===== config.mk =====
export PLATFORM = sky130hd
export DESIGN_NAME = fine_countdown
export DESIGN_NICKNAME = d
export VERILOG_FILES = /design/src/rtl/fcd_pkg.sv /design/src/rtl/fcd_weights.sv /design/src/rtl/fcd_sched.sv /design/src/rtl/fcd_accum.sv /design/src/rtl/fine_countdown.sv
export SDC_FILE = /design/constraint.sdc
export NUM_CORES = 1
export LEC_CHECK = 0
export BUFFER_PORTS_ARGS = -buffer_cell sky130_fd_sc_hd__clkbuf_2
export CAP_MARGIN = 20
export CELL_PAD_IN_SITES_DETAIL_PLACEMENT = 1
export CELL_PAD_IN_SITES_GLOBAL_PLACEMENT = 1
export CORE_MARGIN = 1
export CORE_UTILIZATION = 33
export DETAILED_ROUTE_END_ITERATION = 7
export PLACE_DENSITY = 0.63
export SYNTH_ARGS = -nofsm -noshare
export SYNTH_HDL_FRONTEND = slang
export SYNTH_SLANG_ARGS = --single-unit
export TNS_END_PERCENT = 100

===== constraint.sdc =====
create_clock -name clk -period 5.1 [get_ports clk]
set_input_delay 0.765 -clock clk [delete_from_list [all_inputs] [get_ports clk]]
set_output_delay 0.765 -clock clk [all_outputs]
set_load 0.02 [all_outputs]

===== src/rtl/fcd_pkg.sv =====
package fcd_pkg;

  // Incremental input codes
  typedef enum logic [1:0] {
    INC_ZERO = 2'b00,
    INC_UP   = 2'b01,
    INC_ALT0 = 2'b10,
    INC_DOWN = 2'b11
  } inc_code_e;

  // Rotation slots after the settling word time
  typedef enum logic [1:0] {
    SLOT_IN1_A = 2'd0,
    SLOT_IN2   = 2'd1,
    SLOT_IN1_B = 2'd2,
    SLOT_IN3   = 2'd3
  } slot_e;

  localparam int N_WEIGHTS = 4;
  localparam int N_INPUTS  = 3;

endpackage


===== src/rtl/fcd_weights.sv =====
module fcd_weights
  import fcd_pkg::*;
#(
  parameter int DW = 24,
  parameter int NW = N_WEIGHTS,
  localparam int SEL_W = $clog2(NW)
) (
  input  logic                 clk,
  input  logic                 rst_n,
  input  logic                 we,
  input  logic [SEL_W-1:0]     sel,
  input  logic [DW-1:0]        wdata,
  output logic [NW-1:0][DW-1:0] weights
);

  logic [DW-1:0] bank [NW];

  always_ff @(posedge clk or negedge rst_n) begin
    if (!rst_n) begin
      for (int i = 0; i < NW; i++) bank[i] <= '0;
    end else if (we) begin
      for (int i = 0; i < NW; i++) begin
        if (sel == SEL_W'(i)) bank[i] <= wdata;
      end
    end
  end

  for (genvar g = 0; g < NW; g++) begin : g_out
    assign weights[g] = bank[g];
  end

endmodule


===== src/rtl/fcd_sched.sv =====
module fcd_sched
  import fcd_pkg::*;
(
  input  logic       clk,
  input  logic       rst_n,
  input  logic       tick,
  input  logic       enter_cmd,
  input  logic       halt_cmd,
  output logic       run_q,
  output logic       settle_q,
  output logic [1:0] phase_q,
  output logic       step
);

  // A tick counts only while running and with no command in the same cycle
  assign step = tick && run_q && !enter_cmd && !halt_cmd;

  always_ff @(posedge clk or negedge rst_n) begin
    if (!rst_n) begin
      run_q    <= 1'b0;
      settle_q <= 1'b0;
      phase_q  <= 2'd0;
    end else if (halt_cmd) begin
      run_q <= 1'b0;
    end else if (enter_cmd) begin
      run_q    <= 1'b1;
      settle_q <= 1'b1;
      phase_q  <= 2'd0;
    end else if (step) begin
      if (settle_q) settle_q <= 1'b0;
      else          phase_q  <= phase_q + 2'd1;
    end
  end

endmodule


===== src/rtl/fcd_accum.sv =====
module fcd_accum
  import fcd_pkg::*;
#(
  parameter int DW = 24,
  parameter int NW = N_WEIGHTS
) (
  input  logic                  clk,
  input  logic                  rst_n,
  input  logic                  step,
  input  logic                  settle,
  input  logic [1:0]            phase,
  input  logic [1:0]            inc1,
  input  logic [1:0]            inc2,
  input  logic [1:0]            inc3,
  input  logic [NW-1:0][DW-1:0] weights,
  input  logic                  load_en,
  input  logic [DW-1:0]         load_data,
  input  logic                  clr_det,
  output logic [DW-1:0]         count,
  output logic                  det,
  output logic [DW-1:0]         delta,
  output logic                  fire
);

  // value (0, +1, -1) times weight
  function automatic logic [DW-1:0] weighted(input logic [1:0] code,
                                             input logic [DW-1:0] k);
    case (inc_code_e'(code))
      INC_UP:   return k;
      INC_DOWN: return '0 - k;
      default:  return '0;
    endcase
  endfunction

  always_comb begin
    if (settle) begin
      delta = '0 - weights[0];
    end else begin
      case (slot_e'(phase))
        SLOT_IN1_A, SLOT_IN1_B: delta = weighted(inc1, weights[1]);
        SLOT_IN2:               delta = weighted(inc2, weights[2]);
        default:                delta = weighted(inc3, weights[3]);
      endcase
    end
  end

  assign fire = step && count[DW-1] && !det;

  always_ff @(posedge clk or negedge rst_n) begin
    if (!rst_n)       count <= '0;
    else if (load_en) count <= load_data;
    else if (step)    count <= count + delta;
  end

  always_ff @(posedge clk or negedge rst_n) begin
    if (!rst_n)                      det <= 1'b0;
    else if (clr_det)                det <= 1'b0;
    else if (step && count[DW-1])    det <= 1'b1;
  end

endmodule


===== src/rtl/fine_countdown.sv =====
module fine_countdown
  import fcd_pkg::*;
#(
  parameter int DATA_W = 24,
  localparam int SEL_W = $clog2(N_WEIGHTS)
) (
  input  logic              clk,
  input  logic              rst_n,
  input  logic              tick,
  input  logic              enter_cmd,
  input  logic              halt_cmd,
  input  logic              det_clear,
  input  logic              count_load,
  input  logic              weight_load,
  input  logic [SEL_W-1:0]  weight_sel,
  input  logic [DATA_W-1:0] load_data,
  input  logic [1:0]        inc1,
  input  logic [1:0]        inc2,
  input  logic [1:0]        inc3,
  output logic              disc_out,
  output logic [DATA_W-1:0] count_out
);

  logic                         run_q;
  logic                         settle_q;
  logic [1:0]                   phase_q;
  logic                         step_w;
  logic                         fire_w;
  logic [DATA_W-1:0]            delta_w;
  logic [N_WEIGHTS-1:0][DATA_W-1:0] weights_w;

  fcd_weights #(.DW(DATA_W), .NW(N_WEIGHTS)) u_weights (
    .clk     (clk),
    .rst_n   (rst_n),
    .we      (weight_load),
    .sel     (weight_sel),
    .wdata   (load_data),
    .weights (weights_w)
  );

  fcd_sched u_sched (
    .clk       (clk),
    .rst_n     (rst_n),
    .tick      (tick),
    .enter_cmd (enter_cmd),
    .halt_cmd  (halt_cmd),
    .run_q     (run_q),
    .settle_q  (settle_q),
    .phase_q   (phase_q),
    .step      (step_w)
  );

  fcd_accum #(.DW(DATA_W), .NW(N_WEIGHTS)) u_accum (
    .clk       (clk),
    .rst_n     (rst_n),
    .step      (step_w),
    .settle    (settle_q),
    .phase     (phase_q),
    .inc1      (inc1),
    .inc2      (inc2),
    .inc3      (inc3),
    .weights   (weights_w),
    .load_en   (count_load),
    .load_data (load_data),
    .clr_det   (det_clear),
    .count     (count_out),
    .det       (disc_out),
    .delta     (delta_w),
    .fire      (fire_w)
  );

endmodule


==> flow_summary.yaml <==
clock_network:
  clk_pin_slew_ns: 0.06
  post_cts_hold_buffer_count: 0
  cts_tree: "done"
  clkSinkCount: 125
  cts-root-buf: "clkbuf_16"
  tritoncts.num_buffers: 17
  ctsLongestPathBuffers: 2
  clock_insertion_delay_worst_skew_ns: 0.43
  htreeDepth: 4
final_layout:
  number_of_nets_in_the_final_layout: 1035
  nFillCells: 2917
  diodes: 0
  finish.utilization: 0.395
  flow.area_growth_from_synthesis_pct: 16.5
  drive_gt1_frac: 0.232
setup_path:
  reg2reg_slack_ns: 0.36
  regToRegStartpoint: "u_weights.weights[32]$_DFFE_PN0P_"
  critical_path_peak_fanout: 5
  r2r_end: "u_accum.count[23]$_DFFE_PN0P_"
  crit_path_start_kind: "flip-flop"
  required_ns: 5.45
  critPathKind: "flip-flop to flip-flop"
  cp_data_arrival_time_ns: 5.09
  endpoint_kind: "flip-flop"
  ff2ff_path_depth: 16
place:
  dp_hpwl_mm: 19.5
  globalplace.congestion: 0.841
  buffer_ports.inserted: 64
timing:
  totalNegativeSetupSlack_ns: 0
  rsz0062_at_grt: "no"
  tightest_slew_ns: 0.909
  slew_headroom: 0.394
  max_freq_ghz: 0.211
  final_period_minus_worst_setup_slack_ns: 4.74
  fin_skew_ns: 0.00709
  finalCritPeriodShare: 0.929
  hold_violations: 0
  slew_viol_final: 0
  setup_viol_count_final: 0
die:
  row_count: 58
  die_width_um: 164
  area_inside_the_core_boundary_um2: 25400
  floorplan.io_pins: 65
  die_height_um: 164
  dieArea_um2: 26700
  floorplan.initialDensity: 0.339
pwr:
  power.density_nw_per_um2: 398
  p_leak_nw: 4.27
  worst_ir_drop_vdd_v: 0.000145
detailed_routing:
  detailedRoute.firstIterationViolations: 351
  drt_pass1_iterations: 5
  antenna_left: 0
  vias: 7115
  route.detailed.wl_per_inst_um: 20.0
  remaining_drcs: 0
  final_wl_mm: 26.0
  average_vias_per_placed_instance: 5.48
synthesis:
  synth_area_um2: 8610
  ys_seq_elements: 125
  post_synth_num_cell_types: 63
  asyncSetResetFlopFracSynth: 1.00
  synth-edff-count: 0
  yosysWarnings: 0
  synth_seq_area_share: 0.363
  syn-num-nets: 971
  synth_ff_type: "dfrtp_1"
  netlist_instances: 891
  post_synth.cell_area_avg_um2: 9.66
grt:
  first_global_vias: 7512
  global_route_wire_length_before_repair_mm: 42.0
  globalRouteOverflowTotal: 0
  tot_gr_track_use: 0.207
  antenna_found_initial: 1
  grt_start_max_net_pins: 48
worst_hold_path:
  worstHoldPathType: "input port to async pin"
run:
  drv_cap: 0
status:
  run_status: "finished, final reports clean"
==> worst max-delay path: stages, from the launching register on <==
cell	delay, ns
dfrtp_1	0.42
or4_4	0.58
or4_1	0.43
or3_1	0.45
o31a_1	0.28
xor2_1	0.14
a22oi_1	0.19
a2bb2oi_1	0.24
o21ai_1	0.11
ha_1	0.31
inv_1	0.08
o21ba_2	0.22
a31oi_2	0.27
o2bb2ai_1	0.19
nor3_1	0.10
or4_1	0.48
a31oi_1	0.17
==> layer usage <==
metal	global-route usage	vias up	part of all wire
met5	0	-	0.00038
met4	0.0665	2	0.019
met3	0.0297	35	0.025
met2	0.356	103	0.50
met1	0.266	3547	0.46
li1	-	3428	-
==> kinds of logic after synthesis <==
| kind of cell | after synthesis | share of synthesized area |
|---|---|---|
| AND/OR/NAND/NOR | 225 | 0.134 |
| AO/OA/AOI/OAI | 235 | 0.180 |
| buffers and inverters | 63 | 0.0275 |
| multiplexers | 106 | 0.137 |
| XOR/XNOR | 97 | 0.0987 |
| adder cells (fa/ha/maj) | 40 | 0.0590 |
| flip-flops | 125 | 0.363 |
==> sequential cells by signal, indices dropped and copies added (netlist names) <==
name / flops
u_weights.weights: 96
u_accum.count: 24
u_sched.phase_q: 2
u_accum.det: 1
u_sched.run_q: 1
u_sched.settle_q: 1
==> cell usage after synthesis, types with 8 or more instances <==
cell type	count	share of area
dfrtp_1	125	0.36
nor2_1	36	0.016
ha_1	39	0.057
clkbuf_1	37	0.016
xor2_1	54	0.055
o22ai_1	21	0.015
o31ai_1	19	0.017
nor4_1	12	0.0087
nor3_1	15	0.0087
a22oi_1	12	0.010
o21ai_0	54	0.031
a21oi_1	45	0.026
xnor2_1	43	0.044
and3_1	11	0.0080
mux2i_1	11	0.013
a21o_1	11	0.0096
mux2_2	95	0.12
a221oi_1	9	0.0092
nand3_1	11	0.0064
or4_1	9	0.0078
inv_1	24	0.010
nand2_1	80	0.035
o41ai_1	14	0.014
nand3b_1	8	0.0070
==> layout by cell type, fill, tap and decap left out, types with 11 or more instances in the layout <==
| cell | instances |
|---|---|
| a21o_1 | 11 |
| a21oi_1 | 45 |
| a22oi_1 | 12 |
| and3_1 | 11 |
| buf_4 | 19 |
| clkbuf_16 | 17 |
| clkbuf_2 | 63 |
| dfrtp_1 | 125 |
| ha_1 | 39 |
| inv_1 | 24 |
| mux2_2 | 95 |
| mux2i_1 | 11 |
| nand2_1 | 80 |
| nand3_1 | 11 |
| nor2_1 | 36 |
| nor3_1 | 15 |
| nor4_1 | 12 |
| o21ai_0 | 54 |
| o22ai_1 | 21 |
| o31ai_1 | 19 |
| o41ai_1 | 14 |
| xnor2_1 | 43 |
| xor2_1 | 54 |
==> area by class of cell <==
type / instances / area [um^2] / share of cell area
clock inverters: 12 / 215 / 0.0214
multi-input cells: 703 / 5260 / 0.524
clock buffers: 20 / 457 / 0.0455
inverters: 25 / 93.8 / 0.00935
flip-flops and latches: 125 / 3130 / 0.312
well taps: 330 / 413 / 0.0412
repair buffers: 83 / 469 / 0.0468
==> power breakdown <==
part | leakage, nW | switching [mW] | total (mW) | internal (mW)
sequential | 1.49 | 0.215 | 1.37 | 1.16
clock | 0.326 | 0.480 | 1.42 | 0.939
combinational | 2.46 | 0.639 | 1.20 | 0.560
==> worst max-delay path by stage <==
| stage | start | to | slack (ns) | cells after the start |
|---|---|---|---|---|
| global route | u_weights.weights[32]$_DFFE_PN0P_ | u_accum.count[23]$_DFFE_PN0P_ | 0.06 | 17 |
| detailed placement | u_weights.weights[32]$_DFFE_PN0P_ | u_accum.count[23]$_DFFE_PN0P_ | 0.29 | 17 |
| CTS | u_weights.weights[32]$_DFFE_PN0P_ | u_accum.count[23]$_DFFE_PN0P_ | 0.25 | 17 |
| finish | u_weights.weights[32]$_DFFE_PN0P_ | u_accum.count[23]$_DFFE_PN0P_ | 0.36 | 16 |
| floorplan | u_weights.weights[32]$_DFFE_PN0P_ | u_accum.count[23]$_DFFE_PN0P_ | 0.73 | 17 |
| global placement | u_weights.weights[32]$_DFFE_PN0P_ | u_accum.count[23]$_DFFE_PN0P_ | 0.36 | 16 |
==> through the flow <==
step | hold slack [ns] | cells | total power [mW] | setup WS, ns | instance area [um^2]
after floorplan | 0.469 | 891 | 2.23 | 0.731 | 8610
after global placement | 0.480 | 1266 | 2.55 | 0.355 | 9360
after detailed placement | 0.498 | 1266 | 2.58 | 0.294 | 9360
after CTS | 0.286 | 1298 | 4.03 | 0.249 | 10000
after global routing | 0.314 | 1298 | 4.24 | 0.0626 | 10000
final | 0.279 | 1298 | 3.99 | 0.363 | 10000
==> timing repair <==
item                       4_1_cts  5_1_grt
setup buffers                    0        0
setup endpoints to repair        0        1
gates resized for setup          0        1
Power figures use the tool's default switching activity.
